<file path="src/rtl/tlb_mru_pkg.sv">
package tlb_mru_pkg;
  parameter int VPN_W  = 20;
  parameter int PFN_W  = 20;
  parameter int ASID_W = 8;
  parameter int VMID_W = 8;
  parameter int EL_W   = 2;

  typedef struct packed {
    logic              valid;
    logic [VPN_W-1:0]  vpn;
    logic [PFN_W-1:0]  pfn;
    logic [ASID_W-1:0] asid;
    logic [VMID_W-1:0] vmid;
    logic              hyp;
    logic              ns;
    logic              glob;
    logic [EL_W-1:0]   el;
  } tlb_ent_t;

  typedef enum logic [1:0] {
    FL_ALL     = 2'd0,
    FL_ASID    = 2'd1,
    FL_VA_ASID = 2'd2,
    FL_VA      = 2'd3
  } fl_kind_t;

  typedef struct packed {
    fl_kind_t          kind;
    logic [VPN_W-1:0]  vpn;
    logic [ASID_W-1:0] asid;
    logic [VMID_W-1:0] vmid;
    logic              secure;
    logic [EL_W-1:0]   el;
  } fl_cmd_t;

  // Level rule: levels 2/3 need an exact match, lower targets accept 0 or 1.
  function automatic logic el_hit(input logic [EL_W-1:0] tgt,
                                  input logic [EL_W-1:0] tag);
    if (tgt >= EL_W'(2)) return tag == tgt;
    else                 return tag <= EL_W'(1);
  endfunction

  function automatic logic flush_hit(input tlb_ent_t e, input fl_cmd_t c);
    logic q;
    q = e.valid && (e.ns == !c.secure) && ((e.vmid == c.vmid) || c.secure)
        && el_hit(c.el, e.el);
    case (c.kind)
      FL_ALL:     return q;
      FL_ASID:    return q && (e.asid == c.asid);
      FL_VA_ASID: return q && (e.vpn == c.vpn) && ((e.asid == c.asid) || e.glob);
      default:    return q && (e.vpn == c.vpn);
    endcase
  endfunction
endpackage

</file>
<file path="src/rtl/tlb_mru_match.sv">
module tlb_mru_match
  import tlb_mru_pkg::*;
#(
  parameter int ENTRIES = 8,
  localparam int IDX_W = (ENTRIES > 1) ? $clog2(ENTRIES) : 1
) (
  input  tlb_ent_t          ents [ENTRIES],
  input  logic [VPN_W-1:0]  vpn,
  input  logic [ASID_W-1:0] asid,
  input  logic [VMID_W-1:0] vmid,
  input  logic              hyp,
  input  logic              secure,
  input  logic              any_asid,
  input  logic [EL_W-1:0]   el,
  output logic              hit,
  output logic [IDX_W-1:0]  idx,
  output logic [PFN_W-1:0]  pfn
);
  logic [ENTRIES-1:0] m;

  for (genvar g = 0; g < ENTRIES; g++) begin : g_cmp
    assign m[g] = ents[g].valid && (ents[g].vpn == vpn) && (ents[g].vmid == vmid)
                  && (ents[g].hyp == hyp) && (ents[g].ns == !secure)
                  && el_hit(el, ents[g].el)
                  && (any_asid || ents[g].glob || (ents[g].asid == asid));
  end

  // Descending walk so the lowest matching index is the one kept.
  always_comb begin
    hit = 1'b0;
    idx = '0;
    pfn = '0;
    for (int i = ENTRIES - 1; i >= 0; i--) begin
      if (m[i]) begin
        hit = 1'b1;
        idx = IDX_W'(i);
        pfn = ents[i].pfn;
      end
    end
  end
endmodule

</file>
<file path="src/rtl/tlb_mru_store.sv">
module tlb_mru_store
  import tlb_mru_pkg::*;
#(
  parameter int ENTRIES = 8,
  localparam int IDX_W = (ENTRIES > 1) ? $clog2(ENTRIES) : 1
) (
  input  logic             clk,
  input  logic             rst,
  input  logic             ins_en,
  input  tlb_ent_t         ins_ent,
  input  logic             hit_en,
  input  logic [IDX_W-1:0] hit_idx,
  input  logic             clr_en,
  input  logic [IDX_W-1:0] clr_idx,
  output tlb_ent_t         ents [ENTRIES]
);
  always_ff @(posedge clk) begin
    if (rst) begin
      for (int i = 0; i < ENTRIES; i++) ents[i] <= '0;
    end else if (ins_en) begin
      ents[0] <= ins_ent;
      for (int i = 1; i < ENTRIES; i++) ents[i] <= ents[i-1];
    end else if (hit_en) begin
      ents[0] <= ents[hit_idx];
      for (int i = 1; i < ENTRIES; i++)
        if (IDX_W'(i) <= hit_idx) ents[i] <= ents[i-1];
    end else if (clr_en) begin
      ents[clr_idx].valid <= 1'b0;
    end
  end
endmodule

</file>
<file path="src/rtl/tlb_mru_flush.sv">
module tlb_mru_flush
  import tlb_mru_pkg::*;
#(
  parameter int ENTRIES = 8,
  parameter int CNT_W   = 16,
  localparam int IDX_W = (ENTRIES > 1) ? $clog2(ENTRIES) : 1,
  localparam logic [IDX_W-1:0] LAST = IDX_W'(ENTRIES - 1)
) (
  input  logic             clk,
  input  logic             rst,
  input  logic             start,
  input  fl_cmd_t          cmd_in,
  input  logic             cur_hit,
  output fl_cmd_t          cmd,
  output logic             busy,
  output logic [IDX_W-1:0] idx,
  output logic             clr,
  output logic             done,
  output logic [CNT_W-1:0] count
);
  assign clr = busy && cur_hit;

  always_ff @(posedge clk) begin
    if (rst) begin
      busy  <= 1'b0;
      idx   <= '0;
      done  <= 1'b0;
      count <= '0;
      cmd   <= '0;
    end else begin
      done <= 1'b0;
      if (clr && (count != {CNT_W{1'b1}})) count <= count + 1'b1;
      if (start && !busy) begin
        cmd  <= cmd_in;
        busy <= 1'b1;
        idx  <= '0;
      end else if (busy) begin
        if (idx == LAST) begin
          busy <= 1'b0;
          done <= 1'b1;
        end else begin
          idx <= idx + 1'b1;
        end
      end
    end
  end
endmodule

</file>
<file path="src/rtl/tlb_mru.sv">
module tlb_mru
  import tlb_mru_pkg::*;
#(
  parameter int ENTRIES = 8,
  parameter int CNT_W   = 16,
  localparam int IDX_W = (ENTRIES > 1) ? $clog2(ENTRIES) : 1
) (
  input  logic              clk,
  input  logic              rst,
  input  logic              lk_valid,
  input  logic [VPN_W-1:0]  lk_vpn,
  input  logic [ASID_W-1:0] lk_asid,
  input  logic [VMID_W-1:0] lk_vmid,
  input  logic              lk_hyp,
  input  logic              lk_secure,
  input  logic              lk_any_asid,
  input  logic [EL_W-1:0]   lk_el,
  input  logic              ins_valid,
  input  logic [VPN_W-1:0]  ins_vpn,
  input  logic [PFN_W-1:0]  ins_pfn,
  input  logic [ASID_W-1:0] ins_asid,
  input  logic [VMID_W-1:0] ins_vmid,
  input  logic              ins_hyp,
  input  logic              ins_ns,
  input  logic              ins_global,
  input  logic [EL_W-1:0]   ins_el,
  input  logic              fl_valid,
  input  logic [1:0]        fl_kind,
  input  logic [VPN_W-1:0]  fl_vpn,
  input  logic [ASID_W-1:0] fl_asid,
  input  logic [VMID_W-1:0] fl_vmid,
  input  logic              fl_secure,
  input  logic [EL_W-1:0]   fl_el,
  output logic              busy,
  output logic              fl_done,
  output logic [CNT_W-1:0]  flushed_count,
  output logic              rsp_valid,
  output logic              rsp_hit,
  output logic [PFN_W-1:0]  rsp_pfn
);
  tlb_ent_t         ents [ENTRIES];
  tlb_ent_t         new_ent;
  fl_cmd_t          cmd_in, cmd;
  logic             fl_go, ins_go, lk_go;
  logic             m_hit;
  logic [IDX_W-1:0] m_idx, f_idx;
  logic [PFN_W-1:0] m_pfn;
  logic             f_clr, f_cur_hit;

  // One operation per cycle: flush, then insert, then lookup.
  assign fl_go  = fl_valid && !busy;
  assign ins_go = ins_valid && !busy && !fl_valid;
  assign lk_go  = lk_valid && !busy && !fl_valid && !ins_valid;

  assign new_ent = '{valid: 1'b1, vpn: ins_vpn, pfn: ins_pfn, asid: ins_asid,
                     vmid: ins_vmid, hyp: ins_hyp, ns: ins_ns, glob: ins_global,
                     el: ins_el};
  assign cmd_in  = '{kind: fl_kind_t'(fl_kind), vpn: fl_vpn, asid: fl_asid,
                     vmid: fl_vmid, secure: fl_secure, el: fl_el};
  assign f_cur_hit = flush_hit(ents[f_idx], cmd);

  tlb_mru_match #(.ENTRIES(ENTRIES)) u_match (
    .ents(ents), .vpn(lk_vpn), .asid(lk_asid), .vmid(lk_vmid), .hyp(lk_hyp),
    .secure(lk_secure), .any_asid(lk_any_asid), .el(lk_el),
    .hit(m_hit), .idx(m_idx), .pfn(m_pfn)
  );

  tlb_mru_store #(.ENTRIES(ENTRIES)) u_store (
    .clk(clk), .rst(rst), .ins_en(ins_go), .ins_ent(new_ent),
    .hit_en(lk_go && m_hit), .hit_idx(m_idx),
    .clr_en(f_clr), .clr_idx(f_idx), .ents(ents)
  );

  tlb_mru_flush #(.ENTRIES(ENTRIES), .CNT_W(CNT_W)) u_flush (
    .clk(clk), .rst(rst), .start(fl_go), .cmd_in(cmd_in), .cur_hit(f_cur_hit),
    .cmd(cmd), .busy(busy), .idx(f_idx), .clr(f_clr), .done(fl_done),
    .count(flushed_count)
  );

  always_ff @(posedge clk) begin
    if (rst) begin
      rsp_valid <= 1'b0;
      rsp_hit   <= 1'b0;
      rsp_pfn   <= '0;
    end else begin
      rsp_valid <= lk_go;
      rsp_hit   <= lk_go && m_hit;
      rsp_pfn   <= (lk_go && m_hit) ? m_pfn : '0;
    end
  end
endmodule

</file>
<file path="config.mk">
export PLATFORM = sky130hd
export DESIGN_NAME = tlb_mru
export DESIGN_NICKNAME = d
export VERILOG_FILES = /design/src/rtl/tlb_mru_pkg.sv /design/src/rtl/tlb_mru_match.sv /design/src/rtl/tlb_mru_store.sv /design/src/rtl/tlb_mru_flush.sv /design/src/rtl/tlb_mru.sv
export SDC_FILE = /design/constraint.sdc
export NUM_CORES = 2
export LEC_CHECK = 0
export ABC_AREA = 1
export CORE_ASPECT_RATIO = 1.5
export CORE_MARGIN = 2
export CORE_UTILIZATION = 34
export CTS_CLUSTER_SIZE = 30
export DETAILED_ROUTE_END_ITERATION = 6
export PLACE_DENSITY_LB_ADDON = 0.05
export SETUP_SLACK_MARGIN = 0.3
export SLEW_MARGIN = 5
export SYNTH_ARGS = -nofsm -noshare
export SYNTH_HDL_FRONTEND = slang
export SYNTH_SLANG_ARGS = --single-unit
</file>
<file path="constraint.sdc">
create_clock -name clk -period 3.82 [get_ports clk]
set_input_delay 0.764 -clock clk [delete_from_list [all_inputs] [get_ports clk]]
set_output_delay 0.764 -clock clk [all_outputs]
set_load 0.02 [all_outputs]
</file>
==> Word-level counts from Yosys, hierarchy flattened <==
Cells that the tools add are included.
W data, S select, Z words.
{ "totals": {"mem_bits_rw": 0, "wordCells": 335, "latch_bits": 0, "ff_bits": 580, "inputBits": 148, "rom_bits": 0, "memories": 0} }
{ "op_classes": {"mux": 57, "div_mod_pow": 0, "n_reduce_logical": 101, "shift": 0, "n_eq_ne": 64, "bitwise": 5, "order_cmp": 21, "n_mul": 0, "addsub": 2} }
{ "ops": {"columns": ["cell", "n"], "rows": [
  ["$mux W496", 3],
  ["$mux W62", 12],
  ["$bwmux W496", 1],
  ["$bmux W62 S3", 2],
  ["$demux W62 S3", 1],
  ["$eq A20 B20 Y1", 9],
  ["$mux W20", 8],
  ["$eq A8 B8 Y1", 18],
  ["$logic_and A1 B1 Y1", 65],
  ["$mux W3", 8],
  ["$mux W1", 21],
  ["$ne A3 B3 Y1 const B", 7],
  ["$eq A2 B2 Y1", 9],
  ["$le A2 B1 Y1 const B", 9],
  ["$logic_or A1 B1 Y1", 18],
  ["$eq A1 B1 Y1", 17],
  ["$add A16 B1 Y16 const B", 1],
  ["$ne A16 B16 Y1 const B", 1],
  ["$reduce_and A2 Y1", 8],
  ["$le A3 B3 Y1 const A", 4],
  ["$ge A4 B4 Y1 const B", 2],
  ["$not A3 Y4", 2],
  ["$le A2 B3 Y1 const A", 2],
  ["$logic_not A1 Y1", 5],
  ["other kinds (13)", 17]
]} }

==> Logic depth before layout (Yosys ltp) <==
{ "depth": {"word_depth": 21, "mapped_depth": 25} }

==> Cells and area by module <==
A second synthesis with hierarchy kept.
{ "unflattened": {"cells_unflattened": 6378, "hier_area_um2": 36956.7} }
{ "by_module_without_submodules": {"columns": ["mod", "cells_each", "n_inst", "area_per_inst_um2"], "rows": [
  ["tlb_mru_store", 3531, 1, 22522.9],
  ["tlb_mru_match", 1477, 1, 7089.3],
  ["tlb_mru", 1017, 1, 4762.1],
  ["tlb_mru_flush", 353, 1, 2582.5]
]} }

==> Worst setup path before layout <==
No wires, ideal clock.
{ "synth_path": {"kind": "input -> register", "from": "in lk_asid[1]", "to": "reg u_store.ents[413] (netlist name)", "slack_ns": 0.891, "arrival_ns": 2.810, "setup_ns": 0.119, "cell_stages": 23, "required_time_ns": 3.701, "n_path_buf": 3, "cell_sequence": "buf_2 -> inv_2 -> nand2_1 -> nand2_1 -> nand2_1 -> nor2_1 -> nand2_1 -> a21oi_4 -> nand2_4 -> nand2_1 -> nand2_1 -> nand2_1 -> nand2_2 -> nand2_8 -> nand2_4 -> nand2_4 -> nand2_4 -> nand2_4 -> inv_4 -> buf_6 -> buf_6 -> o21ai_1 -> a21oi_1"} }
{ "synth_via": {"elab_chain_cells": 14} }
{ "synth_rtl": {"columns": ["item", "line_no", "text"], "rows": [
  ["from (decl)", "tlb_mru.sv:12", "input logic [ASID_W-1:0] lk_asid,"],
  ["$eq A8 B8 Y1", "tlb_mru_match.sv:25", "&& (any_asid || ents[g].glob || (ents[g].asid == asid));"],
  ["$logic_or A1 B1 Y1", "tlb_mru_match.sv:25", null],
  ["$logic_and A1 B1 Y1", "tlb_mru_match.sv:25", null],
  ["$mux W3 / $mux W1 (equally long branches) (8 in a row)", "tlb_mru_match.sv:34", "if (m[i]) begin"],
  ["$le A1 B3 Y1 / $logic_and A1 B1 Y1 (equally long branches)", "tlb_mru_store.sv:26, tlb_mru.sv:70", null],
  ["$ne A3 B3 Y1 (no source line) (tied with other cells)", null, null],
  ["$reduce_and A2 Y1 (no source line) / $mux W496 (equally long branches)", null, null]
]} }
Several ways; a longest one is shown, not always the timed one.
A chain may end at the register's enable or synchronous reset.

==> Worst setup path after layout <==
{ "layout_path": {"from": "in lk_vpn[11]", "to": "reg u_store.ents[469] (netlist name)"} }
{ "layout_via": {"elab_chain_cells": 21} }
{ "layout_rtl": {"columns": ["item", "line_no", "text"], "rows": [
  ["from (decl)", "tlb_mru.sv:11", "input logic [VPN_W-1:0] lk_vpn,"],
  ["$eq A20 B20 Y1", "tlb_mru_match.sv:22", "assign m[g] = ents[g].valid && (ents[g].vpn == vpn) && (ents[g].vmid == vmid)"],
  ["$logic_and A1 B1 Y1 (2 in a row)", "tlb_mru_match.sv:22", null],
  ["$logic_and A1 B1 Y1 (2 in a row)", "tlb_mru_match.sv:23", "&& (ents[g].hyp == hyp) && (ents[g].ns == !secure)"],
  ["$logic_and A1 B1 Y1", "tlb_mru_match.sv:24", "&& el_hit(el, ents[g].el)"],
  ["$logic_and A1 B1 Y1", "tlb_mru_match.sv:25", null],
  ["$mux W3 (8 in a row)", "tlb_mru_match.sv:34", null],
  ["$not A3 Y4 (not written as such)", "tlb_mru_store.sv:24", "ents[0] <= ents[hit_idx];"],
  ["$bmux W62 S3", "tlb_mru_store.sv:24", null],
  ["$mux W62 (not written as such) (2 in a row)", "tlb_mru_store.sv:24", null],
  ["$mux W496", "tlb_mru_store.sv:23", "end else if (hit_en) begin"],
  ["$mux W496", "tlb_mru_store.sv:20", "end else if (ins_en) begin"]
]} }
Several ways; a longest one is shown, not always the timed one. The select of a mux whose other input is x is not followed.

==> flow_summary_export.csv <==
group,metric,value,unit
run_status,outcome,"complete, but fails checks",
run_status,violations,"capacitance limit",
power_and_ir_drop,seq_power_share,0.420,
sta,fin_crit_sh,0.923,
setup_path,critPathMaxStageDelay,0.41,ns
setup_path,end_kind,"flip-flop",
die,core_area,101000,um2
power_and_ir_drop,comb_power_share,0.134,
setup_path,path_cells,"clkdlybuf4s50_1 -> buf_4 -> nand2_2 -> nand4_1 -> nor3_2 -> buf_4 -> nand2_1 -> nor2_2 -> buf_4 -> nand2_1 -> nand2_1 -> buf_4 -> nor2_4 -> nand2_1 -> buf_4 -> inv_1 -> nor2_4 -> buf_4 -> clkbuf_16 -> nand3_1 -> nor2_1 -> nor2_1 -> a21oi_1",
synthesis,seq_area_frac_synth,0.335,
route,wl,192000,um
placed_design,port-buffer-count,187,
placed_design,place_hpwl,140000,um
sta,finalSetupViolCount,0,
sta,fin_hold_ws,0.468,ns
global_routing,grt_pass1_vias,38135,
placed_design,gp_congestion,1.10,
sta,slew_headroom,0.000741,
finish,seq_area,11600,um2
finish,syn2layout_area_growth,25.6,%
sta,rsz0062_at_grt,"yes",
route,post-route-drc-count,0,
route,first_pass_iters,7,
finish,multi_input_area,19400,um2
hold_path,worstHoldPathType,"reg -> reg",
synthesis,ys_ff_latch,580,
setup_path,cp.required,4.41,ns
placed_design,placed_cells,7234,
setup_path,cp_max_fo,14,
setup_path,crit_path_start_kind,"primary input",
setup_path,critical_path.most_common_cell,"buf_4",
synthesis,synth_cell_type_count,42,
finish,final_cells,7381,
global_routing,grt_pass1_wl,269000,um
clocking,htree_levels,3,
clocking,clock_latency,0.68,ns
setup_path,worstPathArrival,4.11,ns
finish,final_util,0.430,
power_and_ir_drop,power-per-cell-area,352,nW/um2
route,vias_per_cell,5.43,
synthesis,synth.top_cell.area_share,0.335,
sta,fin_tns_setup,0,ns
power_and_ir_drop,switching_share,0.295,
synthesis,synthCells,5722,
die,ios,188,
synthesis,yosys.area.top_type,"dfxtp_1",
power_and_ir_drop,p_int,10.8,mW
route,num_vias,40088,
clocking,path_clk_slew,0.06,ns
sta,tightest_slew,1.48,ns
global_routing,gr-usage-all-layers,0.353,
finish,fillCellCount,10902,
clocking,cts-root-buf,"clkbuf_16",
setup_path,crit_type,"in -> reg",
synthesis,syn_avg_cell_area,6.05,um2
synthesis,yosysWarnings,0,
die,fp.dieH,395,um
power_and_ir_drop,power_frac_clock,0.446,
power_and_ir_drop,leakagePower,18.2,nW
clocking,cts_tree,"done",
die,die_x,265,um
clocking,clock_path_buffers,3,
finish,stdcell_area,43500,um2
route,avgRoutedWirePerCell,26.0,um
power_and_ir_drop,p_switching,4.52,mW
sta,period_needed,3.52,ns
global_routing,antenna_found_initial,10,
sta,fin_worst_skew,0.0283,ns
global_routing,grt_remaining_overflow,0,
die,dieArea,104000,um2
placed_design,place_area,40500,um2
finish,drive_gt1_frac,0.110,
flow_run,maxCapViolCount,1,
clocking,cts_buffers,68,
sta,hold_violations,0,
synthesis,syn_nets,5873,
synthesis,synth.cell_area,34600,um2
die,rows,143,
synthesis,synth_area_leaders,"dfxtp_1 (34%), nand2_1 (17%), o21ai_0 (8.9%)",
power_and_ir_drop,vdd_drop_max,0.266,mV
finish,final_nets,6175,
sta,final_max_slew_viol_count,0,
global_routing,grt_max_degree,136,
die,initial_core_util,0.342,
setup_path,critPathBufInv,9,
setup_path,critPathSlowestCell,"clkdlybuf4s50_1",
route,ant_nets,0,
setup_path,crit_family,"buffers and inverters",
clocking,clock-sinks,580,
sta,fmax,284,MHz
route,drt_iter0_markers,3776,
[per-stage QoR]
step,power (mW),worst slack (ns)
final,15.3,0.295
after global routing,15.8,0.222
after CTS,15.3,0.297
after detailed placement,8.51,-0.690
after global placement,8.52,-0.741
after floorplan,7.45,0.891
[worst min-delay path, cell delays in order (launching register included)]
cell	delay, ns
dfxtp_1	0.30
inv_1	0.06
a21oi_1	0.05
[path summary, 6_finish.rpt]
path / end / slack (ns) / cells after the start / start
setup / recovery: u_store.ents[469] / 0.30 / 23 / lk_vpn[11]
hold / removal: u_store.ents[410] / 0.47 / 2 / u_store.ents[472]
setup reg to reg: u_store.ents[469] / 0.38 / 23 / u_store.ents[299]
hold reg to reg: u_store.ents[410] / 0.47 / 2 / u_store.ents[472]
[cell usage after synthesis (all sizes together)]
cell / n
nor3: 28
xnor2: 13
a211oi: 8
a31oi: 1
clkbuf: 172
xor2: 28
clkinv: 2
nand3b: 2
and3: 2
a22oi: 1
ha: 3
nor2: 701
a21oi: 558
nand4: 64
inv: 524
o21ai: 892
buf: 212
o2111ai: 1
o21a: 2
nand3: 251
o211ai: 61
nand2: 1553
o22ai: 62
dfxtp: 580
nor3b: 1
[sequential cells by signal, summed over array words and instances (netlist names)]
name / flops
u_store.ents: 496
u_flush.cmd: 41
rsp_pfn: 20
u_flush.count: 16
u_flush.idx: 3
rsp_hit: 1
rsp_valid: 1
u_flush.busy: 1
u_flush.done: 1
[placed cells by master (no fill, tap or decap), types with 60 or more instances in the layout]
cell type           n
a21oi_1           541
buf_12             92
buf_4             305
clkbuf_16          77
clkdlybuf4s50_1   170
dfxtp_1           577
inv_1             481
nand2_1          1519
nand3_1           248
nand4_1            64
nor2_1            672
o211ai_1           61
o21ai_0           603
o21ai_1           286
o22ai_1            60
[power by group through the flow]
stage	Combinational, mW	Clock (mW)	Sequential [mW]
after floorplan	0.980	0	6.47
after global placement	1.96	0	6.56
after detailed placement	1.96	0	6.56
after CTS	1.97	6.92	6.42
after global routing	2.18	7.13	6.45
final	2.05	6.82	6.43
[area by class of cell]
type	instances	area share
sequential	580	0.267
antenna	5	0.000288
inverter	526	0.0465
tap	1305	0.0376
clock buffer	102	0.0465
multi-input combinational	4232	0.445
timing repair buffer	616	0.152
clock inverter	15	0.00475
[routing by layer]
metal,global-route usage,part of all wire
met1,0.398,0.38
met2,0.598,0.47
met3,0.0474,0.056
met4,0.278,0.092
met5,0,0.00019
[kinds of logic after synthesis]
group | share of synthesized area
buffers and inverters | 0.112
AO/OA/AOI/OAI | 0.239
XOR/XNOR | 0.0104
AND/OR/NAND/NOR | 0.302
adder cells (fa/ha/maj) | 0.00108
flip-flops | 0.335
[what timing repair did]
item                       CTS  global route
setup endpoints to repair  496           494
hold buffers                 0             0
pin swaps                    3            13
setup buffers                4            11
gates cloned                 1             9
resized for setup           13           102
Power figures use the tool's default switching activity.
